===== src/rtl/crc_merge_pkg.sv =====
package crc_merge_pkg;

  localparam int unsigned CRC_W = 32;
  // reflected generator, x^32 term dropped
  localparam logic [CRC_W-1:0] REFL_POLY = 32'h82F6_3B78;
  // reflected x^0 and x^4
  localparam logic [CRC_W-1:0] X_POW0 = 32'h8000_0000;
  localparam logic [CRC_W-1:0] X_POW4 = 32'h0800_0000;

  typedef enum logic [1:0] {
    OPS_SQUARE,
    OPS_ACCUM,
    OPS_APPLY
  } mulSel_e;

  typedef struct packed {
    logic    load;
    logic    multGo;
    mulSel_e sel;
    logic    takeSq;
    logic    takeOp;
    logic    takeOut;
    logic    passOut;
    logic    shiftLen;
  } dpCtl_t;

  typedef enum logic [3:0] {
    ST_IDLE,
    ST_CHECK,
    ST_SQ_GO,
    ST_SQ_WAIT,
    ST_AC_GO,
    ST_AC_WAIT,
    ST_NEXT,
    ST_AP_GO,
    ST_AP_WAIT,
    ST_FIN
  } mergeState_e;

endpackage


===== src/rtl/crc_gf_mult.sv =====
module crc_gf_mult #(
  parameter int unsigned W = 32,
  parameter logic [W-1:0] POLY = 32'h82F6_3B78
) (
  input  logic         clk,
  input  logic         rstN,
  input  logic         go,
  input  logic [W-1:0] aIn,
  input  logic [W-1:0] bIn,
  output logic         done,
  output logic [W-1:0] prod
);

  localparam int unsigned CNT_W = $clog2(W) + 1;

  logic [W-1:0]     aReg, bReg, accReg;
  logic             running, doneReg;
  logic [CNT_W-1:0] stepCnt;
  logic [W-1:0]     accNext, aShift;

  function automatic logic [W-1:0] timesX(input logic [W-1:0] v);
    return v[0] ? ((v >> 1) ^ POLY) : (v >> 1);
  endfunction

  always_comb begin
    accNext = aReg[W-1] ? (accReg ^ bReg) : accReg;
    aShift  = {aReg[W-2:0], 1'b0};
  end

  always_ff @(posedge clk or negedge rstN) begin
    if (!rstN) begin
      aReg    <= '0;
      bReg    <= '0;
      accReg  <= '0;
      running <= 1'b0;
      doneReg <= 1'b0;
      stepCnt <= '0;
    end else begin
      doneReg <= 1'b0;
      if (go) begin
        aReg    <= aIn;
        bReg    <= bIn;
        accReg  <= '0;
        running <= 1'b1;
        stepCnt <= '0;
      end else if (running) begin
        accReg  <= accNext;
        aReg    <= aShift;
        bReg    <= timesX(bReg);
        stepCnt <= stepCnt + 1'b1;
        if (aShift == '0) begin
          running <= 1'b0;
          doneReg <= 1'b1;
        end
      end
    end
  end

  assign done = doneReg;
  assign prod = accReg;

  // a multiply never runs past W steps
  assert_mult_bound_R7: assert property (@(posedge clk) disable iff (!rstN)
    running |-> (stepCnt < CNT_W'(W)));

  // the scanned operand is never zero, and no launch lands on a running multiply
  assert_mult_operand_R7: assert property (@(posedge clk) disable iff (!rstN)
    go |-> (aIn != '0) && !running);

endmodule


===== src/rtl/merge_datapath.sv =====
module merge_datapath
  import crc_merge_pkg::*;
#(
  parameter int unsigned LEN_W = 16
) (
  input  logic             clk,
  input  logic             rstN,
  input  dpCtl_t           ctl,
  input  logic [CRC_W-1:0] firstIn,
  input  logic [CRC_W-1:0] secondIn,
  input  logic [LEN_W-1:0] lenIn,
  output logic             lenIsZero,
  output logic             lenBit0,
  output logic             lenLast,
  output logic             multDone,
  output logic [CRC_W-1:0] crcOut
);

  logic [CRC_W-1:0] firstReg, secondReg, opReg, sqReg, outReg;
  logic [LEN_W-1:0] lenReg;
  logic [CRC_W-1:0] mulA, mulB, mulProd;

  always_comb begin
    unique case (ctl.sel)
      OPS_ACCUM: begin mulA = sqReg; mulB = opReg;    end
      OPS_APPLY: begin mulA = opReg; mulB = firstReg; end
      default:   begin mulA = sqReg; mulB = sqReg;    end
    endcase
  end

  crc_gf_mult #(.W(CRC_W), .POLY(REFL_POLY)) mult_i (
    .clk  (clk),
    .rstN (rstN),
    .go   (ctl.multGo),
    .aIn  (mulA),
    .bIn  (mulB),
    .done (multDone),
    .prod (mulProd)
  );

  always_ff @(posedge clk or negedge rstN) begin
    if (!rstN) begin
      firstReg  <= '0;
      secondReg <= '0;
      lenReg    <= '0;
      opReg     <= X_POW0;
      sqReg     <= X_POW4;
      outReg    <= '0;
    end else begin
      if (ctl.load) begin
        firstReg  <= firstIn;
        secondReg <= secondIn;
        lenReg    <= lenIn;
        opReg     <= X_POW0;
        sqReg     <= X_POW4;
      end
      if (ctl.takeSq)   sqReg  <= mulProd;
      if (ctl.takeOp)   opReg  <= mulProd;
      if (ctl.takeOut)  outReg <= mulProd ^ secondReg;
      if (ctl.passOut)  outReg <= firstReg ^ secondReg;
      if (ctl.shiftLen) lenReg <= lenReg >> 1;
    end
  end

  assign lenIsZero = (lenReg == '0);
  assign lenBit0   = lenReg[0];
  assign lenLast   = ((lenReg >> 1) == '0);
  assign crcOut    = outReg;

  // the powers fed to the multiplier stay nonzero
  assert_powers_nonzero_R7: assert property (@(posedge clk) disable iff (!rstN)
    (opReg != '0) && (sqReg != '0));

endmodule


===== src/rtl/merge_control.sv =====
module merge_control
  import crc_merge_pkg::*;
(
  input  logic   clk,
  input  logic   rstN,
  input  logic   start,
  input  logic   lenIsZero,
  input  logic   lenBit0,
  input  logic   lenLast,
  input  logic   multDone,
  output dpCtl_t ctl,
  output logic   busy,
  output logic   done
);

  mergeState_e state, stateNext;

  always_comb begin
    ctl       = '0;
    ctl.sel   = OPS_SQUARE;
    stateNext = state;
    unique case (state)
      ST_IDLE: if (start) begin
        ctl.load  = 1'b1;
        stateNext = ST_CHECK;
      end
      ST_CHECK: begin
        if (lenIsZero) begin
          ctl.passOut = 1'b1;
          stateNext   = ST_FIN;
        end else begin
          stateNext = ST_SQ_GO;
        end
      end
      ST_SQ_GO: begin
        ctl.multGo = 1'b1;
        stateNext  = ST_SQ_WAIT;
      end
      ST_SQ_WAIT: if (multDone) begin
        ctl.takeSq = 1'b1;
        stateNext  = lenBit0 ? ST_AC_GO : ST_NEXT;
      end
      ST_AC_GO: begin
        ctl.multGo = 1'b1;
        ctl.sel    = OPS_ACCUM;
        stateNext  = ST_AC_WAIT;
      end
      ST_AC_WAIT: if (multDone) begin
        ctl.takeOp = 1'b1;
        stateNext  = ST_NEXT;
      end
      ST_NEXT: begin
        ctl.shiftLen = 1'b1;
        stateNext    = lenLast ? ST_AP_GO : ST_SQ_GO;
      end
      ST_AP_GO: begin
        ctl.multGo = 1'b1;
        ctl.sel    = OPS_APPLY;
        stateNext  = ST_AP_WAIT;
      end
      ST_AP_WAIT: if (multDone) begin
        ctl.takeOut = 1'b1;
        stateNext   = ST_FIN;
      end
      ST_FIN:  stateNext = ST_IDLE;
      default: stateNext = ST_IDLE;
    endcase
  end

  always_ff @(posedge clk or negedge rstN) begin
    if (!rstN) state <= ST_IDLE;
    else       state <= stateNext;
  end

  assign busy = (state != ST_IDLE);
  assign done = (state == ST_FIN);

  // done lasts exactly one cycle
  assert_done_pulse_R6: assert property (@(posedge clk) disable iff (!rstN)
    done |=> !done);

  // busy cannot drop before done
  assert_busy_hold_R6: assert property (@(posedge clk) disable iff (!rstN)
    (busy && !done) |=> busy);

  // the cycle after done is idle
  assert_idle_after_done_R6: assert property (@(posedge clk) disable iff (!rstN)
    done |=> !busy);

endmodule


===== src/rtl/crc32c_lane_merge.sv =====
module crc32c_lane_merge
  import crc_merge_pkg::*;
#(
  parameter int unsigned LEN_W = 16
) (
  input  logic             clk,
  input  logic             rstN,
  input  logic             start,
  input  logic [31:0]      firstCrc,
  input  logic [31:0]      secondCrc,
  input  logic [LEN_W-1:0] segLen,
  output logic             busy,
  output logic             done,
  output logic [31:0]      mergedCrc
);

  dpCtl_t ctl;
  logic   lenIsZero, lenBit0, lenLast, multDone;

  merge_control ctrl_i (
    .clk       (clk),
    .rstN      (rstN),
    .start     (start),
    .lenIsZero (lenIsZero),
    .lenBit0   (lenBit0),
    .lenLast   (lenLast),
    .multDone  (multDone),
    .ctl       (ctl),
    .busy      (busy),
    .done      (done)
  );

  merge_datapath #(.LEN_W(LEN_W)) dp_i (
    .clk       (clk),
    .rstN      (rstN),
    .ctl       (ctl),
    .firstIn   (firstCrc),
    .secondIn  (secondCrc),
    .lenIn     (segLen),
    .lenIsZero (lenIsZero),
    .lenBit0   (lenBit0),
    .lenLast   (lenLast),
    .multDone  (multDone),
    .crcOut    (mergedCrc)
  );

  // result register is frozen while idle
  assert_out_hold_R8: assert property (@(posedge clk) disable iff (!rstN)
    !busy |=> $stable(mergedCrc));

  // latched operands cannot change during a merge
  assert_ignore_start_R5: assert property (@(posedge clk) disable iff (!rstN)
    busy |=> $stable(dp_i.secondReg) && $stable(dp_i.firstReg));

endmodule


===== config.mk =====
export PLATFORM = sky130hd
export DESIGN_NAME = crc32c_lane_merge
export DESIGN_NICKNAME = d
export VERILOG_FILES = /design/src/rtl/crc_merge_pkg.sv /design/src/rtl/crc_gf_mult.sv /design/src/rtl/merge_datapath.sv /design/src/rtl/merge_control.sv /design/src/rtl/crc32c_lane_merge.sv
export SDC_FILE = /design/constraint.sdc
export NUM_CORES = 1
export LEC_CHECK = 0
export BUFFER_PORTS_ARGS = -buffer_cell sky130_fd_sc_hd__buf_2
export CORE_UTILIZATION = 30
export DETAILED_ROUTE_END_ITERATION = 10
export GPL_ROUTABILITY_DRIVEN = 0
export PLACE_DENSITY_LB_ADDON = 0.12
export RECOVER_POWER = 25
export SYNTH_ARGS = -nofsm -noshare
export SYNTH_HDL_FRONTEND = slang
export SYNTH_SLANG_ARGS = --single-unit

===== constraint.sdc =====
create_clock -name clk -period 2.5 [get_ports clk]
set_input_delay 0.125 -clock clk [delete_from_list [all_inputs] [get_ports clk]]
set_output_delay 0.125 -clock clk [all_outputs]
set_load 0.02 [all_outputs]

==> Word-level counts from Yosys, hierarchy flattened <==
Cells that the tools add are included.
{ "word_totals": {"register_bits": 278, "in_bits": 83, "output_inout_bits": 34, "wordCells": 88} }
{ "op_classes": {"n_eq_ne": 15, "muxes": 43, "n_bitwise": 4, "reduce_logical": 14} }
{ "op_table": {"columns": ["cell", "count"], "rows": [
  ["32-bit 2-to-1 mux", 15],
  ["32-bit XOR", 3],
  ["32-bit case mux with 2 select lines", 1],
  ["4-bit case mux with 9 select lines", 1],
  ["16-bit zero test", 2],
  ["32-bit zero test", 1],
  ["16-bit 2-to-1 mux", 2],
  ["4-bit 2-to-1 mux", 5],
  ["16-bit inverter with 17-bit output", 1],
  ["4-bit by 3-bit equality test with 1-bit output, second input constant", 4],
  ["1-bit 2-to-1 mux", 16],
  ["2-bit nonzero test", 6],
  ["4-bit by 2-bit equality test with 1-bit output, second input constant", 2],
  ["4-bit equality test, second input constant", 2],
  ["2-bit by 1-bit != test with 1-bit output, second input constant", 3],
  ["4-bit by 1-bit equality test with 1-bit output, second input constant", 1],
  ["4-bit zero test", 1],
  ["2-bit case mux with 2 select lines", 1],
  ["4-bit AND reduction", 1],
  ["4-bit nonzero test", 1],
  ["3-bit 2-to-1 mux", 1],
  ["3-bit OR reduction", 1],
  ["2-bit by 1-bit equality test with 1-bit output, second input constant", 1],
  ["2-bit equality test, second input constant", 1],
  ["other kinds (3)", 3]
]} }

==> Depth between registers and ports, before layout <==
Gate-level depths: netlist of run 1.
{ "logic_depth": {"ltp_word": 5, "depth_mapped": 11, "ltp_nobuf": 8} }

==> Cells and area by module <==
From an unflattened synthesis of run 1, not the netlist that was laid out.
{ "hier_totals": {"cells_unflattened": 1342, "hier_area_um2": 13865.8} }
{ "modules_own_cells": {"columns": ["module", "n_inst", "cells_per_inst", "area_per_inst_um2", "seq_area_each_um2"], "rows": [
  ["merge_datapath", 1, 838, 8759.7, 4406.7],
  ["crc_gf_mult", 1, 450, 4697.0, 2452.4],
  ["merge_control", 1, 54, 409.1, 100.1]
]} }

==> Worst setup path before layout of run 1 <==
OpenSTA, ideal clock, no wires.
{ "synth_path": {"path_kind": "reg2reg", "from": "reg dp_i.lenReg[1]", "to": "reg dp_i.outReg[2], in the netlist dp_i.crcOut[2]", "setup_time_ns": 0.123, "arrival_time_ns": 2.246, "t_required_ns": 2.377, "slack_ns": 0.131, "stages_incl_launch_ff": 8, "path_buffers": 2, "cell_sequence": "dfrtp_1 or4_4 or3_4 or3_1 buf_6 buf_6 o22a_1 o221a_1"} }
{ "synth_via": {"elab_chain_len": 4} }
{ "synth_rtl": {"columns": ["item", "line", "rtl"], "rows": [
  ["from (decl)", "merge_datapath.sv:20", "logic [LEN_W-1:0] lenReg;"],
  ["from (signal assigned)", "merge_datapath.sv:53", "lenReg <= lenIn;"],
  ["from (signal assigned)", "merge_datapath.sv:61", "if (ctl.shiftLen) lenReg <= lenReg >> 1;"],
  ["16-bit zero test (*)", "merge_datapath.sv:65", "assign lenIsZero = (lenReg == '0);"],
  ["1-bit 2-to-1 mux (*)", "merge_control.sv:28", "if (lenIsZero) begin"],
  ["1-bit 2-to-1 mux (*)", "merge_control.sv:22", "unique case (state)"],
  ["32-bit 2-to-1 mux or 2-bit nonzero test (tied branches)", null, null],
  ["to (signal assigned)", "merge_datapath.sv:59", "if (ctl.takeOut) outReg <= mulProd ^ secondReg;"],
  ["to (signal assigned)", "merge_datapath.sv:60", "if (ctl.passOut) outReg <= firstReg ^ secondReg;"],
  ["to (decl)", "merge_datapath.sv:19", "logic [CRC_W-1:0] firstReg, secondReg, opReg, sqReg, outReg;"]
]} }
Every way passes the cells marked *; elsewhere a longest branch is shown, timed or not.
A chain may end at the register's enable or synchronous reset.

==> Final worst setup path of run 1 <==
Ends and elaborated chain as after synthesis.

==> results.yml, run 1 <==
route:
  drtAntennaViolNets: 0
  wl_met2_mm: 18.1
  wl_per_cell_um: 19.1
  wl_met1_mm: 21.8
  wl_met3_mm: 1.53
  first_iter_violations: 713
  highest_layer: "met4"
  drc_errors: 0
  wirelength_mm: 42.1
  vias: 11000
  dr.pass1.iters: 5
  via_per_inst: 4.99
placed_design:
  dpl-instance-area_mm2: 0.0149
  port_buffers: 116
  hpwl_mm: 27.2
  dp_slack_ns: -0.0363
grt:
  gr-usage-all-layers: 0.191
  grt_pass1_wl_mm: 66.0
  antenna_found_initial: 1
  grt.overflow.total: 0
  grt_pass1_vias: 11000
  grt_max_degree: 100
sta:
  tightest_slew_ns: 1.90
  period_minus_slack_ns: 2.46
  finalWorstSetupSlack_ns: 0.0433
  fmax_ghz: 0.407
  fin_crit_sh: 0.983
  rsz0062_at_grt: "true"
  relSlewSlack: -0.266
  skew_ns: 0.0131
  hold_slack_ns: 0.0480
  slew_violations: 64
  finalSetupViolCount: 0
  finalHoldViolations: 0
setup_path:
  ff2ff_setup_slack_ns: 0.04
  cp_slowest_stage_delay_ns: 0.53
  path_buf_inv: 1
  required_ns: 2.95
  crit_chain: "or4_4 -> or3_4 -> or3_4 -> buf_12 -> o22a_1 -> o221a_1"
  crit_slowest_cell: "or4_4"
  worstSetupEndpointType: "register"
  crit_family: "simple AND/OR/NAND/NOR gates"
  crit_path_start_kind: "register"
  critPathMaxFanout: 9
  crit_top_cell: "or3_4"
  crit_arrival_ns: 2.90
  crit_type: "register to register"
synth:
  syn-cell-area_mm2: 0.0133
  ys_seq_area_frac: 0.522
  synth_top_area_cell: "dfrtp_1"
  synth-seq-cells: 278
  syn_avg_cell_area_um2: 9.40
  synth-main-ff-cell: "dfrtp_1"
  ys_top_cells_by_count: "311 x nand2_1, 276 x dfrtp_1, 105 x o21ai_0, 98 x clkbuf_1, 77 x nor2_1"
  synthCells: 1417
  synth_edf_count: 0
  yosysMostFrequentCell: "nand2_1"
  async_flop_share: 1.00
  yosysWarnings: 0
  synth_top_area_frac: 0.519
  synthTopCellsByArea: "dfrtp_1 52%, nand2_1 8.8%, mux2i_1 4.8%, o21ai_0 3.9%, clkbuf_1 2.8%"
  synth_nets: 1502
  yosys.cell_types.count: 49
clocking:
  cts_tree: "done"
  clkTransAtPathRegs_ns: 0.06
  cts_buffers: 31
  clockBufferDepth: 3
  root_buffer: "clkbuf_16"
  clock-sinks: 278
  clock_latency_ns: 0.57
  htreeDepth: 1
power:
  pwr_density_cell_mw_per_mm2: 557
  peakVddDrop_uv: 391
  power_w: 0.00943
  power.leakage_nw: 7.50
floorplanning:
  dieWidth_um: 213
  core_mm2: 0.0435
  dieArea_mm2: 0.0452
  ioPinCount: 117
  die_h_um: 213
  rows: 76
  start_util: 0.306
job:
  max-cap-violations: 1
run_status:
  status: "complete, but fails checks"
  violations: "capacitance limit, slew limit"
finish:
  final_core_util: 0.390
  diodes: 0
  drive_above_1_share: 0.158
  fin_area_mm2: 0.0169
  areaGrowthSynthToFinish_pct: 27.2
  fin_nets: 1686
worst_hold_path:
  min_path_type: "input port to register"
## cell usage in the layout (no fill, tap or decap), types with 40 or more instances in the layout
master and count:
buf_2 115, buf_4 40, nor2_1 76, mux2i_1 64
dfrtp_1 275, a21oi_1 67, a211oi_1 48, o21ai_0 95
nand2_1 311, dlygate4sd3_1 81
## worst reg2reg max path, stage by stage, from the launching register on
cell     delay (ns)
dfrtp_1        0.38
or4_4          0.53
or3_4          0.34
or3_4          0.48
buf_12         0.19
o22a_1         0.20
o221a_1        0.22
## power by group
group          total (W)  switching [W]  internal [W]
clock            0.00466        0.00185       0.00281
combinational   0.000273       0.000132      0.000141
sequential       0.00450              0       0.00450
## timing repair
item                                   CTS  global route
endpoints found under the hold margin  203             0
pin swaps                                0             5
setup buffers                            0             2
setup endpoints to repair                9            12
resized for setup                        2            25
gates cloned                             1             2
hold buffers                            81             0
## sequential cells by signal, indices dropped and copies added (netlist names), 32 cells and up
| register | cells |
|---|---|
| dp_i.crcOut | 32 |
| dp_i.firstReg | 32 |
| dp_i.mult_i.aReg | 32 |
| dp_i.mult_i.bReg | 32 |
| dp_i.mult_i.prod | 32 |
| dp_i.opReg | 32 |
| dp_i.secondReg | 32 |
| dp_i.sqReg | 32 |
## cell families after synthesis
logic type | Yosys count | share of synthesized area
adders and majority gates | 2 | 0.00188
AOI/OAI and AO/OA | 382 | 0.192
DFF | 278 | 0.522
and+or+nand+nor | 496 | 0.160
buffers and inverters | 147 | 0.0439
xor gates and xnor gates | 48 | 0.0316
muxes | 64 | 0.0481
## per-layer routing
metal / global-route usage / vias to the layer above
li1: - / 5327
met1: 0.299 / 5420
met2: 0.278 / 220
met3: 0.0168 / 52
met4: 0.0486 / 0
met5: 0 / -
## path summary, 6_finish.rpt
| kind | startpoint | to | cells after the start |
|---|---|---|---|
| setup / recovery | dp_i.lenReg[1] | dp_i.crcOut[2] | 6 |
| hold / removal | start | ctrl_i.state[0] | 5 |
| setup reg to reg | dp_i.lenReg[1] | dp_i.crcOut[2] | 6 |
| hold reg to reg | dp_i.lenReg[14] | dp_i.lenReg[13] | 2 |
| max in group asynchronous | rstN | dp_i.secondReg[27] | 3 |
| min in group asynchronous | rstN | dp_i.crcOut[8] | 2 |
## stage by stage
| step | std cells | TNS [ns] |
|---|---|---|
| floorplan | 1417 | 0 |
| global placement | 2067 | 0 |
| detailed placement | 2067 | -0.0990 |
| CTS | 2203 | 0 |
| global route | 2207 | -0.0606 |
| finish | 2207 | 0 |
## final cells by class
cell class | count | area, um^2
Fill cell | 4408 | 26500
Inverter | 37 | 139
Clock buffer | 49 | 923
Multi-Input combinational cell | 992 | 5920
Timing Repair Buffer | 261 | 2160
Sequential cell | 278 | 6960
Clock inverter | 5 | 100
Tap cell | 585 | 732
(Power assumes the default switching activity.)
==> inputs of run 2 (changes only) <==
Settings changed: CORE_ASPECT_RATIO set to 1.4.
==> run 2 against run 1 <==
The flow now finishes without violations; die area is essentially flat; final cell count is 1.2% lower; largest cell class unchanged; clock power fell by 4%.
==> results.yml, run 2 (synthesis gave the netlist of run 1 again) <==
sta:
  slew_violations: 0
  fmax_ghz: 0.418
  hold_slack_ns: 0.279
  rsz0062_at_grt: "false"
  finalWorstSetupSlack_ns: 0.110
  relSlewSlack: 0.0306
  finalSetupViolCount: 0
  fin_crit_sh: 0.956
  tightest_slew_ns: 1.45
  finalHoldViolations: 0
  skew_ns: 0.0110
  period_minus_slack_ns: 2.39
finish:
  layout_commonest_cell: "nand2_1"
  instances_no_fill: 2180
  drive_above_1_share: 0.151
  final_core_util: 0.380
  fin_area_mm2: 0.0167
  fin_nets: 1683
  diodes: 0
  areaGrowthSynthToFinish_pct: 25.3
  final_cell_mix: "311 x nand2_1, 275 x dfrtp_1, 115 x buf_2"
grt:
  antenna_found_initial: 0
  grt_pass1_wl_mm: 67.2
  gr-usage-all-layers: 0.190
  grt_pass1_vias: 11600
  grt.overflow.total: 0
  grt_max_degree: 97
floorplanning:
  ioPinCount: 117
  dieWidth_um: 180
  die_h_um: 251
  start_util: 0.303
  core_mm2: 0.0439
  rows: 91
  dieArea_mm2: 0.0453
setup_path:
  worstReg2RegStart: "dp_i.lenReg[1]"
  critPathMaxFanout: 9
  worstSetupEndpointType: "register"
  required_ns: 2.95
  crit_arrival_ns: 2.84
  ff2ff_setup_slack_ns: 0.11
  crit_path_start_kind: "register"
  timing.rr.end: "dp_i.crcOut[7]"
  crit_type: "register to register"
  reg2reg_depth: 6
clocking:
  htreeDepth: 1
  clockBufferDepth: 3
  root_buffer: "clkbuf_16"
  clock-sinks: 278
  cts_tree: "done"
  clkTransAtPathRegs_ns: 0.06
  clock_latency_ns: 0.57
  cts_buffers: 30
power:
  pwr_density_cell_mw_per_mm2: 553
  peakVddDrop_uv: 499
  power.leakage_nw: 7.45
route:
  drc_errors: 0
  first_iter_violations: 572
  via_per_inst: 5.07
  dr.pass1.iters: 5
  wl_per_cell_um: 19.4
  wirelength_mm: 42.3
  vias: 11100
  drtAntennaViolNets: 0
run_status:
  status: "completed"
worst_hold_path:
  hold_depth: 4
  min_path_type: "input port to register"
  holdPathEnd: "dp_i.firstReg[26]"
  holdCritStartpoint: "firstCrc[26]"
job:
  max-cap-violations: 0
placed_design:
  placedCellCount: 2041
  dp_slack_ns: -0.0220
  port_buffers: 116
  hpwl_mm: 26.8
  dpl-instance-area_mm2: 0.0149
## run 2: power by group
group / internal [W] / switching (W)
Combinational: 0.000139 / 0.000131
Clock: 0.00255 / 0.00191
Sequential: 0.00450 / 0
## run 2: critical path, stage by stage, from the launching register on
cell     delay [ns]
dfrtp_1        0.38
or4_4          0.53
or3_4          0.34
or3_4          0.39
buf_4          0.20
o22a_1         0.20
o221a_1        0.22
## run 2: area by class of cell
cell class	instances	area, um^2
Timing Repair Buffer	259	2070
Fill cell	4430	27300
Tap cell	558	698
Inverter	37	139
Sequential cell	278	6960
Multi-Input combinational cell	992	5840
Clock buffer	44	885
Clock inverter	12	91.3
## run 2: what timing repair did
item | CTS | global route
buffers inserted | 0 | 0
gates cloned | 1 | 0
setup endpoints to repair | 14 | 9
hold endpoints to repair | 318 | 0
resized for setup | 1 | 3
pin swaps | 0 | 1
hold buffers | 82 | 0
## run 2: through the flow
stage | setup TNS [ns] | power [W]
CTS | 0 | 0.00938
global placement | 0 | 0.00476
finish | 0 | 0.00923
global route | 0 | 0.00955
detailed placement | -0.0711 | 0.00476
floorplan | 0 | 0.00458
## run 2: routing by layer
metal | GRT usage | vias up | part of all wire | wire length [um]
met1 | 0.254 | 5469 | 0.46 | 19400
met4 | 0.0501 | 0 | 0.019 | 809
met2 | 0.327 | 218 | 0.49 | 20600
met5 | 0 | - | 0 | 0
met3 | 0.0194 | 51 | 0.037 | 1570
li1 | - | 5325 | - | -
## run 2: worst max path at each step
stage | endpoint | depth (start not counted) | start | slack [ns]
finish | dp_i.crcOut[7] | 6 | dp_i.lenReg[1] | 0.11
global placement | dp_i.crcOut[9] | 7 | dp_i.lenReg[1] | 0.01
floorplan | dp_i.crcOut[2] | 7 | dp_i.lenReg[1] | 0.13
detailed placement | dp_i.crcOut[9] | 7 | dp_i.lenReg[1] | -0.02
global route | dp_i.crcOut[22] | 6 | dp_i.lenReg[1] | 0.02
CTS | dp_i.crcOut[7] | 6 | dp_i.lenReg[1] | 0.05
